## src/rtl/capcmp_pkg.sv

```systemverilog
package capcmp_pkg;

  typedef enum logic [1:0] {
    EDGE_OFF  = 2'b00,
    EDGE_RISE = 2'b01,
    EDGE_FALL = 2'b10,
    EDGE_BOTH = 2'b11
  } edge_sel_e;

  // Selected-edge test on a synchronized sample pair
  function automatic logic edge_hit(edge_sel_e sel, logic prev, logic cur);
    case (sel)
      EDGE_OFF:  return 1'b0;
      EDGE_RISE: return cur & ~prev;
      EDGE_FALL: return ~cur & prev;
      default:   return cur ^ prev;
    endcase
  endfunction

  // Compare hit: equal now, and not equal on the previous edge
  function automatic logic value_hit(logic eq_now, logic eq_before);
    return eq_now & ~eq_before;
  endfunction

endpackage

```

## src/rtl/cc_edge_det.sv

```systemverilog
module cc_edge_det
  import capcmp_pkg::*;
#(
  parameter int SYNC_STAGES = 2
) (
  input  logic      clk,
  input  logic      rst_n,
  input  logic      pin_i,
  input  edge_sel_e sel_i,
  output logic      evt_o
);
  localparam int LAST = SYNC_STAGES;

  logic [LAST:0] chain;
  logic          cur, prev;

  always_ff @(posedge clk or negedge rst_n) begin
    if (!rst_n) chain[0] <= 1'b0;
    else        chain[0] <= pin_i;
  end

  for (genvar g = 1; g <= LAST; g++) begin : g_stage
    always_ff @(posedge clk or negedge rst_n) begin
      if (!rst_n) chain[g] <= 1'b0;
      else        chain[g] <= chain[g-1];
    end
  end

  assign cur   = chain[LAST-1];
  assign prev  = chain[LAST];
  assign evt_o = edge_hit(sel_i, prev, cur);


  edge_real_chk: assert property (@(posedge clk) disable iff (!rst_n)
    evt_o |-> (cur != $past(cur)));

endmodule

```

## src/rtl/cc_match.sv

```systemverilog
module cc_match
  import capcmp_pkg::*;
#(
  parameter int W = 16
) (
  input  logic         clk,
  input  logic         rst_n,
  input  logic         en_i,
  input  logic [W-1:0] cnt_i,
  input  logic [W-1:0] val_i,
  output logic         evt_o
);
  logic eq_now, eq_q;

  assign eq_now = en_i && (cnt_i == val_i);

  always_ff @(posedge clk or negedge rst_n) begin
    if (!rst_n) eq_q <= 1'b0;
    else        eq_q <= eq_now;
  end

  assign evt_o = value_hit(eq_now, eq_q);

endmodule

```

## src/rtl/cc_flag.sv

```systemverilog
module cc_flag (
  input  logic clk,
  input  logic rst_n,
  input  logic set_i,
  input  logic rd_i,
  input  logic wr0_i,
  output logic flag_o,
  output logic armed_o
);

  always_ff @(posedge clk or negedge rst_n) begin
    if (!rst_n) begin
      flag_o  <= 1'b0;
      armed_o <= 1'b0;
    end else if (set_i) begin
      flag_o  <= 1'b1;
      armed_o <= 1'b0;
    end else if (wr0_i && armed_o) begin
      flag_o  <= 1'b0;
      armed_o <= 1'b0;
    end else if (rd_i && flag_o) begin
      armed_o <= 1'b1;
    end
  end


  arm_needs_flag_chk: assert property (@(posedge clk) disable iff (!rst_n)
    armed_o |-> flag_o);


  clear_by_write_chk: assert property (@(posedge clk) disable iff (!rst_n)
    $fell(flag_o) |-> ($past(wr0_i) && !$past(set_i)));

endmodule

```

## src/rtl/capcmp_channel.sv

```systemverilog
module capcmp_channel
  import capcmp_pkg::*;
#(
  parameter int W           = 16,
  parameter int SYNC_STAGES = 2
) (
  input  logic         clk,
  input  logic         rst_n,
  input  logic [W-1:0] cnt_i,
  input  logic         pin_i,
  input  logic         mode_cmp_i,
  input  logic [1:0]   edge_sel_i,
  input  logic         int_en_i,
  input  logic         wr_val_i,
  input  logic [W-1:0] wr_data_i,
  input  logic         rd_i,
  input  logic         wr0_i,
  output logic [W-1:0] chan_val_o,
  output logic         flag_o,
  output logic         irq_o
);
  logic pin_evt, evt_cap, evt_cmp, evt_any, armed;

  cc_edge_det #(.SYNC_STAGES(SYNC_STAGES)) u_edge (
    .clk   (clk),
    .rst_n (rst_n),
    .pin_i (pin_i),
    .sel_i (edge_sel_e'(edge_sel_i)),
    .evt_o (pin_evt)
  );

  cc_match #(.W(W)) u_match (
    .clk   (clk),
    .rst_n (rst_n),
    .en_i  (mode_cmp_i),
    .cnt_i (cnt_i),
    .val_i (chan_val_o),
    .evt_o (evt_cmp)
  );

  assign evt_cap = pin_evt && !mode_cmp_i;
  assign evt_any = evt_cap || evt_cmp;

  always_ff @(posedge clk or negedge rst_n) begin
    if (!rst_n)        chan_val_o <= '0;
    else if (evt_cap)  chan_val_o <= cnt_i;
    else if (wr_val_i) chan_val_o <= wr_data_i;
  end

  cc_flag u_flag (
    .clk     (clk),
    .rst_n   (rst_n),
    .set_i   (evt_any),
    .rd_i    (rd_i),
    .wr0_i   (wr0_i),
    .flag_o  (flag_o),
    .armed_o (armed)
  );

  assign irq_o = int_en_i && flag_o;


  capture_latch_chk: assert property (@(posedge clk) disable iff (!rst_n)
    evt_cap |=> (chan_val_o == $past(cnt_i)) && flag_o);


  event_kept_chk: assert property (@(posedge clk) disable iff (!rst_n)
    evt_any |=> flag_o);


  cmp_mode_only_chk: assert property (@(posedge clk) disable iff (!rst_n)
    evt_cmp |-> (mode_cmp_i && cnt_i == chan_val_o));

endmodule

```

## config.mk

```make
export PLATFORM = sky130hd
export DESIGN_NAME = capcmp_channel
export DESIGN_NICKNAME = d
export VERILOG_FILES = /design/src/rtl/capcmp_pkg.sv /design/src/rtl/cc_edge_det.sv /design/src/rtl/cc_match.sv /design/src/rtl/cc_flag.sv /design/src/rtl/capcmp_channel.sv
export SDC_FILE = /design/constraint.sdc
export NUM_CORES = 1
export LEC_CHECK = 0
export BUFFER_PORTS_ARGS = -buffer_cell sky130_fd_sc_hd__buf_2
export CORE_UTILIZATION = 35
export CTS_CLUSTER_DIAMETER = 150
export DETAILED_ROUTE_END_ITERATION = 10
export PLACE_DENSITY = 0.76
export SLEW_MARGIN = 5
export SYNTH_ARGS = -nofsm -noshare
export SYNTH_HDL_FRONTEND = slang
export SYNTH_SLANG_ARGS = --single-unit
```

## constraint.sdc

```tcl
create_clock -name clk -period 1.75 [get_ports clk]
set_clock_uncertainty 0.05 [all_clocks]
set_input_delay 0.35 -clock clk [delete_from_list [all_inputs] [get_ports clk]]
set_output_delay 0.35 -clock clk [all_outputs]
set_load 0.1 [all_outputs]
```

==> results.ini, run 1 <==
[status]
status = finished clean

[clock_tree]
htreeDepth = 1
insertion_delay_ns = 0.30
cts_tree = built
cts_made_buffers = 3
clk_pin_slew_ns = 0.12
ctsLongestPathBuffers = 2
cts.root.buffer_cell = clkbuf_4
cts.sinks = 22

[logic_synthesis]
synthAdderAreaFrac_pct = 2.13
synth_top_family_by_area = multiplexers
syn_nets = 161
synth_mux_area_share_pct = 14.6
synth_top_area_cell = dfrtp_1
synth-compound-area-share_pct = 10.3
yosysMostFrequentCell = dfrtp_1
ys_async_sr_fraction_pct = 100
netlist_instances = 117
synth_edf_count = 0
syn_area_um2 = 1170
ys.flop_type = dfrtp_1
yosys_warnings = 0
ys_types = 25
synthTopCellsByArea = dfrtp_1 47%, mux2i_1 14%, o21ai_0 7.7%
synthTopCellsByCount = 22 x dfrtp_1, 19 x nand2_1, 18 x o21ai_0
syn_area_per_cell_um2 = 10.0
synth_xor_area_share_pct = 9.69
yosys.area_share.simple_pct = 12.8
ys_seq_area_share_pct = 46.9
synth_top_area_share_pct = 46.9
ys_ff_latch = 22

[grt]
globalRoute.totalOverflow = 0
grt_max_degree = 23
antenna_found_initial = 0
grt_pass1_wl_um = 4000
grt_util_all_layers_pct = 15.2
grt_pass1_vias = 915

[pwr]
swShare_pct = 48.8
pwr-share-clk_pct = 15.1
power.switching_uw = 882
p_int_uw = 927
comb_power_share_pct = 47.9
powerDensity_nw_per_um2 = 1090
seqPwrFrac_pct = 37.0
peakVddDrop_v = 0.000433
leakage_nw = 0.801

[worst_setup_path]
critPathKind = register to register
slowest_stage = or4_4
worst-path-stages = 5
r2r_cells = 5
cp_max_fo = 3
slowest_delay_ns = 0.54
cp_num_buf_inv = 0
path_cells = xnor2_2 -> nand2_1 -> or4_4 -> nor3_4 -> nor3_1
cp.required_ns = 1.89
end_kind = register
r2r_slack_ns = 0.07
cp-start-kind = register
cp.arrival_ns = 1.83
crit_family = simple AND/OR/NAND/NOR gates

[placement]
place_inst = 218
hpwl_um = 2060
pre_cts_slack_ns = 0.0467
io_buffers = 59
gp_congestion = 0.773

[cells_and_area]
fillers = 303
antennaDiodeCount = 0
fin_nets = 228
final_util_pct = 53.1
fin_cells = 227
ff_latch_area_um2 = 584
drive_gt1_share_pct = 51.4
multi_input_area_um2 = 601
area_growth_pct = 41.4

[sta]
worst_slack_ns = 0.0659
fmax_ghz = 0.594
setup_viol_count_final = 0
fin_crit_ns = 1.68
fin_crit_sh_pct = 96.2
hold_viol_final = 0
final_max_slew_viol_count = 0
slew_headroom_pct = 67.1
worst_slew_pin_slew_ns = 0.493
worst_hold_slack_ns = 0.101

[route]
detail_route.first_pass.iterations = 4
vias = 1053
wl_um = 2690
drt.antenna.violating_nets = 0
wire_per_inst_um = 11.9
drt_iter0_markers = 33
route.detailed.drc = 0
viasPerCell = 4.64

[floorplanning]
initial_utilization_pct = 37.6
row_count = 20
core_area_um2 = 3130
die-height_um = 59.9
pin_count = 60
fp.dieW_um = 59.9
dieArea_um2 = 3590

[hold_path]
hold_path.class = input pin to register
holdPathStages = 1

[flow_run]
maxCapViolations = 0

logic make-up after synthesis:
group	count (synthesis)
xor gates and xnor gates	13
and+or+nand+nor	31
muxes	17
DFF	22
AOI/OAI and AO/OA	22
adders and majority gates	2
buffers and inverters	10
cell usage in the layout (no fill, tap or decap), drive strengths merged:
cell type,instances
a211o,1
a21oi,1
a222oi,1
and2,1
buf,66
clkbuf,4
dfrtp,22
dlygate4sd3,1
ha,2
inv,5
mux2,1
mux2i,16
nand2,19
nand3,1
nand3b,1
nand4,1
nor2,1
nor2b,2
nor3,3
nor4,1
o21ai,18
o22ai,1
or4,1
xnor2,6
xor2,7
power groups by stage:
stage               clock [mW]  sequential [mW]  combinational [mW]
floorplan                    0             1.15               0.207
global placement             0            0.676               0.852
detailed placement           0            0.680               0.856
CTS                      0.289            0.668               0.859
global route             0.306            0.681               0.913
finish                   0.273            0.670               0.867
registers in the layout, indices dropped and copies added (netlist names):
| signal | cells |
|---|---|
| u_edge.chain | 1 |
| u_flag.armed_o | 1 |
| u_flag.flag_o | 1 |
| u_edge.prev | 1 |
| u_match.eq_q | 1 |
| chan_val_o | 16 |
| u_edge.cur | 1 |
what timing repair did:
action	CTS	global route
endpoints found under the setup margin	0	17
gates resized for setup	0	7
hold buffers	1	0
hold endpoints to repair	22	0
buffers inserted	0	2
metrics by stage:
stage / area, um^2 / setup TNS (ns) / total power [mW]
6_report: 1660 / 0 / 1.81
3_3_place_gp: 1560 / 0 / 1.53
4_1_cts: 1610 / 0 / 1.82
3_5_place_dp: 1560 / 0 / 1.54
5_1_grt: 1660 / -0.000904 / 1.90
2_1_floorplan: 1210 / -0.0316 / 1.35
metal layers:
layer / routed length, um / track usage, % / vias to the layer above
met4: 34 / 6.98 / 0
met1: 1310 / 21.1 / 484
met5: 0 / 0 / -
li1: - / - / 531
met2: 1210 / 23.3 / 36
met3: 141 / 1.95 / 2
final timing paths:
kind,start,to
max in group asynchronous,rst_n,chan_val_o[13]$_DFFE_PN0P_
hold reg to reg,u_edge.chain[0]$_DFF_PN0_,u_edge.cur$_DFF_PN0_
min in group asynchronous,rst_n,chan_val_o[11]$_DFFE_PN0P_
setup / recovery,chan_val_o[6]$_DFFE_PN0P_,u_flag.armed_o$_DFFE_PN0P_
hold / removal,pin_i,u_edge.chain[0]$_DFF_PN0_
setup reg to reg,chan_val_o[6]$_DFFE_PN0P_,u_flag.armed_o$_DFFE_PN0P_
layout make-up:
cell class / count / share of cell area [%]
clock buffers: 4 / 2.18
repair buffers: 67 / 22.1
well taps: 44 / 3.31
flip-flops and latches: 22 / 35.2
multi-input cells: 85 / 36.1
inverters: 5 / 1.13
No activity file was read; power rests on OpenSTA's default activity.
==> inputs of run 2 (changes only) <==
--- a/config.mk
+++ b/config.mk
@@ -5,7 +5,7 @@
 export SDC_FILE = /design/constraint.sdc
 export NUM_CORES = 1
 export LEC_CHECK = 0
-export BUFFER_PORTS_ARGS = -buffer_cell sky130_fd_sc_hd__buf_2
+export BUFFER_PORTS_ARGS = -buffer_cell sky130_fd_sc_hd__clkbuf_2
 export CORE_UTILIZATION = 35
 export CTS_CLUSTER_DIAMETER = 150
 export DETAILED_ROUTE_END_ITERATION = 10
==> results.ini, run 2 (synthesis results as in run 1) <==
[status]
status = finished clean

[worst_setup_path]
slowest_stage = or4_4
reg2reg_from = chan_val_o[13]$_DFFE_PN0P_
r2r_cells = 5  ; unchanged
critPathKind = register to register
cp_max_fo = 3  ; unchanged
slowest_delay_ns = 0.54  ; about the same
path_cells = xnor2_1 -> nand2_1 -> or4_4 -> nor3_4 -> nor3_1
end_kind = register
cp-start-kind = register
cp.arrival_ns = 1.80  ; -0.03 ns
cp.required_ns = 1.90  ; about the same
critPathLaunch = chan_val_o[13]$_DFFE_PN0P_
timing.rr.end = u_flag.armed_o$_DFFE_PN0P_
setup.worst_path.end = u_flag.armed_o$_DFFE_PN0P_
r2r_slack_ns = 0.10  ; +0.04 ns

[route]
wire_per_inst_um = 11.5  ; -3.2%
wl_um = 2560  ; -4.9%
detail_route.first_pass.iterations = 4  ; unchanged
route.detailed.drc = 0  ; unchanged
vias = 1018  ; -3.3%
viasPerCell = 4.57  ; -1.6%
drt.antenna.violating_nets = 0  ; unchanged
drt_iter0_markers = 45  ; +36%

[sta]
worst_hold_slack_ns = 0.110  ; +0.00888 ns
final_max_slew_viol_count = 0  ; unchanged
hold_viol_final = 0  ; unchanged
rsz0062_at_grt = false
fmax_ghz = 0.608  ; +2.3%
worst_slew_pin_slew_ns = 0.548  ; +0.0545 ns
fin_crit_sh_pct = 94.0  ; -2.2 points
final.setup.tns_ns = 0  ; unchanged
setup_viol_count_final = 0  ; unchanged
fin_crit_ns = 1.65  ; -0.0385 ns
slew_headroom_pct = 63.6  ; -3.5 points

[floorplanning]
initial_utilization_pct = 37.6  ; unchanged
core_area_um2 = 3130  ; unchanged
fp.dieW_um = 59.9  ; unchanged
dieArea_um2 = 3590  ; unchanged
die-height_um = 59.9  ; unchanged
row_count = 20  ; unchanged
pin_count = 60  ; unchanged

[hold_path]
hold_path.class = input pin to register
holdPathStages = 1  ; unchanged

[clock_tree]
postCtsSetupBuffers = 0  ; unchanged
cts.sinks = 22  ; unchanged
cts_made_buffers = 3  ; unchanged
ctsLongestPathBuffers = 2  ; unchanged
insertion_delay_ns = 0.30  ; about the same
clk_pin_slew_ns = 0.12  ; about the same
cts.root.buffer_cell = clkbuf_4
cts_tree = built
htreeDepth = 1  ; unchanged

[placement]
hpwl_um = 2110  ; +2.3%
place_area_um2 = 1580  ; +0.96%
gp_congestion = 0.820  ; +6.1%
io_buffers = 59  ; unchanged

[cells_and_area]
antennaDiodeCount = 0  ; unchanged
max_flop_register = chan_val_o
fin_nets = 224  ; -1.8%
fin_area_um2 = 1650  ; -0.68%
layout_commonest_cell = clkbuf_2
final_util_pct = 52.8  ; -0.36 points
drive_gt1_share_pct = 49.7  ; -1.6 points
area_growth_pct = 40.5
layout_common_cells = 58 x clkbuf_2, 19 x nand2_1, 18 x o21ai_0
largest_register_ffs = 16  ; unchanged

[grt]
globalRoute.totalOverflow = 0  ; unchanged
grt_util_all_layers_pct = 15.9  ; +0.76 points
grt_pass1_wl_um = 4220  ; +5.3%
grt_max_degree = 23  ; unchanged
antenna_found_initial = 0  ; unchanged
grt_pass1_vias = 978  ; +6.9%

[pwr]
powerDensity_nw_per_um2 = 1160  ; +6.1%
leakage_nw = 0.795  ; -0.74%
total_power_mw = 1.91  ; +5.4%
peakVddDrop_v = 0.000355  ; -18%

[flow_run]
maxCapViolations = 0  ; unchanged

==> run 2: worst max-delay path, delay by kind of cell (launching register included) <==
kind | cells | cell delay (ns)
simple gates | 4 | 0.85
flops | 1 | 0.50
xor+xnor | 1 | 0.14
==> run 2: per-stage QoR <==
| stage | setup WS [ns] | std cells |
|---|---|---|
| after global placement | 0.0925 | 218 |
| after floorplan | -0.0193 | 117 |
| after CTS | 0.0268 | 223 |
| after detailed placement | 0.0444 | 218 |
| after global routing | 0.0227 | 223 |
| final | 0.104 | 223 |
==> run 2: area by class of cell <==
cell class	instances	area, um^2
inverters	5	18.8
flip-flops and latches	22	584
clock inverters	1	30.0
clock buffers	3	22.5
well taps	44	55.1
repair buffers	63	347
multi-input cells	85	593
fillers	301	1480
==> run 2: worst min-delay path by stage <==
stage	startpoint	to	slack [ns]
after detailed placement	u_edge.chain[0]$_DFF_PN0_	u_edge.cur$_DFF_PN0_	0.29
after global placement	u_edge.chain[0]$_DFF_PN0_	u_edge.cur$_DFF_PN0_	0.28
after global routing	pin_i	u_edge.chain[0]$_DFF_PN0_	0.09
final	pin_i	u_edge.chain[0]$_DFF_PN0_	0.11
after floorplan	rst_n	chan_val_o[10]$_DFFE_PN0P_	0.004
after CTS	pin_i	u_edge.chain[0]$_DFF_PN0_	0.11
==> run 2: what timing repair did <==
item,4_1_cts,5_1_grt
hold buffers,1,0
endpoints found under the setup margin,0,5
endpoints found under the hold margin,22,0
resized for setup,0,2
==> run 2: metal layers <==
metal  part of all wire [%]  vias to the layer above  GRT usage (%)
met5                      0                        -              0
met4                    1.1                        0           6.98
met3                    5.6                        2           1.73
met2                     45                       38           26.5
met1                     48                      452           20.8
li1                       -                      526              -
==> run 2: where the power goes <==
part	switching (mW)	total (mW)	internal, mW	leakage [nW]
Clock	0.148	0.380	0.231	0.0279
Sequential	0.0673	0.670	0.603	0.246
Combinational	0.666	0.859	0.192	0.521
==> inputs of run 3 (changes only) <==
--- a/config.mk
+++ b/config.mk
@@ -6,10 +6,12 @@
 export NUM_CORES = 1
 export LEC_CHECK = 0
 export BUFFER_PORTS_ARGS = -buffer_cell sky130_fd_sc_hd__clkbuf_2
-export CORE_UTILIZATION = 35
+export CELL_PAD_IN_SITES_DETAIL_PLACEMENT = 1
+export CELL_PAD_IN_SITES_GLOBAL_PLACEMENT = 1
+export CORE_UTILIZATION = 29
 export CTS_CLUSTER_DIAMETER = 150
 export DETAILED_ROUTE_END_ITERATION = 10
-export PLACE_DENSITY = 0.76
+export PLACE_DENSITY = 0.83
 export SLEW_MARGIN = 5
 export SYNTH_ARGS = -nofsm -noshare
 export SYNTH_HDL_FRONTEND = slang
==> results.ini, run 3 (synthesis results as in run 1) <==
[floorplanning]
row_count = 22  ; +10%
pin_count = 60  ; unchanged
die-height_um = 65.7  ; +9.5%
core_area_um2 = 3770  ; +21%
dieArea_um2 = 4310  ; +20%
fp.dieW_um = 65.7  ; +9.5%
initial_utilization_pct = 31.2  ; -6.4 points

[worst_setup_path]
cp.required_ns = 1.91  ; about the same
cp-start-kind = register
end_kind = register
r2r_slack_ns = 0.08  ; -0.02 ns
timing.rr.end = u_flag.flag_o$_DFFE_PN0P_
reg2reg_from = chan_val_o[6]$_DFFE_PN0P_
cp.arrival_ns = 1.82  ; +0.02 ns
cp_max_fo = 3  ; unchanged
r2r_cells = 5  ; unchanged
critPathKind = register to register

[cells_and_area]
fin_cells = 228  ; +2.2%
fin_nets = 225  ; +0.45%
drive_gt1_share_pct = 51.7  ; +1.9 points
max_flop_register = chan_val_o
area_growth_pct = 43.9
layout_common_cells = 58 x clkbuf_2, 19 x nand2_1, 18 x o21ai_0
largest_register_ffs = 16  ; unchanged
antennaDiodeCount = 0  ; unchanged
layout_commonest_cell = clkbuf_2

[grt]
globalRoute.totalOverflow = 0  ; unchanged
grt_pass1_wl_um = 5460  ; +29%
grt_util_all_layers_pct = 16.8  ; +0.88 points
grt_pass1_vias = 1144  ; +17%
grt_max_degree = 24  ; +4.3%
antenna_found_initial = 0  ; unchanged

[sta]
worst_slew_pin_slew_ns = 0.562  ; +0.0144 ns
fin_crit_ns = 1.67  ; +0.0213 ns
fin_crit_sh_pct = 95.3  ; +1.2 points
hold_viol_final = 0  ; unchanged
final_max_slew_viol_count = 0  ; unchanged
worst_slack_ns = 0.0830  ; -0.0213 ns
final.setup.tns_ns = 0  ; unchanged
slew_headroom_pct = 62.5  ; -1.1 points
worst_hold_slack_ns = 0.0117  ; -0.0983 ns
fmax_ghz = 0.600  ; -1.3%
setup_viol_count_final = 0  ; unchanged

[placement]
gp_congestion = 0.685  ; -16%
hpwl_um = 2540  ; +20%
place_inst = 223  ; +2.3%
pre_cts_slack_ns = 0.0794  ; +0.0350 ns
io_buffers = 59  ; unchanged

[pwr]
leakage_nw = 0.817  ; +2.8%
peakVddDrop_v = 0.000535  ; +51%
powerDensity_nw_per_um2 = 1200  ; +3.8%

[hold_path]
hold_path.class = input pin to async pin

[clock_tree]
clk_pin_slew_ns = 0.08  ; -0.04 ns
cts_made_buffers = 3  ; unchanged
cts_tree = built
cts.root.buffer_cell = clkbuf_8
htreeDepth = 1  ; unchanged
cts.sinks = 22  ; unchanged
insertion_delay_ns = 0.27  ; -0.03 ns
holdBufCountCts = 0  ; -1
ctsLongestPathBuffers = 2  ; unchanged

[status]
status = finished clean

[route]
drt.antenna.violating_nets = 0  ; unchanged
wl_um = 3150  ; +23%
viasPerCell = 4.65  ; +1.8%
drt_iter0_markers = 19  ; -58%
wire_per_inst_um = 13.8  ; +20%
route.detailed.drc = 0  ; unchanged
detail_route.first_pass.iterations = 4  ; unchanged
vias = 1060  ; +4.1%

[flow_run]
maxCapViolations = 0  ; unchanged

## run 3: cell count changes in the layout (fill, tap and decap cells not counted), sizes merged
cell         change
buf              +2
dlygate4sd3      -1
## run 3: critical path: stages, from the launching register on
cell,delay (ns)
dfrtp_4,0.50
xnor2_2,0.13
nand2_1,0.08
or4_4,0.54
nor3_4,0.19
a211o_2,0.12
## run 3: metrics by stage
stage	area, um^2	util (%)	power, mW
after detailed placement	1590	42.2	1.55
after global routing	1690	44.8	2.13
after global placement	1590	42.2	1.54
final	1690	44.8	2.03
after floorplan	1210	-	1.35
after CTS	1660	44.1	2.04
## run 3: worst max path at each step
stage | startpoint | endpoint | cells after the start
floorplan | chan_val_o[6]$_DFFE_PN0P_ | u_flag.armed_o$_DFFE_PN0P_ | 5
global placement | chan_val_o[6]$_DFFE_PN0P_ | u_flag.armed_o$_DFFE_PN0P_ | 5
detailed placement | chan_val_o[6]$_DFFE_PN0P_ | u_flag.armed_o$_DFFE_PN0P_ | 5
CTS | chan_val_o[6]$_DFFE_PN0P_ | u_flag.flag_o$_DFFE_PN0P_ | 5
global route | u_edge.prev$_DFF_PN0_ | chan_val_o[13]$_DFFE_PN0P_ | 8
finish | chan_val_o[6]$_DFFE_PN0P_ | u_flag.flag_o$_DFFE_PN0P_ | 5
## run 3: metal layers
metal | vias up | global-route usage [%] | part of all wire [%]
met2 | 45 | 27.9 | 49
met3 | 4 | 3.82 | 6.6
met4 | 0 | 4.08 | 0.89
li1 | 526 | - | -
met1 | 485 | 21.8 | 43
met5 | - | 0 | 0
## run 3: layout make-up
class,count,area [um^2]
Fill cell,449,2080
Multi-Input combinational cell,85,608
Sequential cell,22,584
Timing Repair Buffer,64,348
Tap cell,48,60.1
Clock buffer,3,41.3
Clock inverter,1,30.0
Inverter,5,18.8
## run 3: where the power goes
| group | switching (mW) | internal (mW) |
|---|---|---|
| clock network | 0.174 | 0.306 |
| registers | 0.0737 | 0.603 |
| logic | 0.673 | 0.198 |
| total | 0.921 | 1.11 |
## run 3: what timing repair did
action | CTS | global route
endpoints found under the hold margin | 0 | 0
resized for setup | 0 | 3
buffers inserted | 0 | 1
setup endpoints to repair | 0 | 3
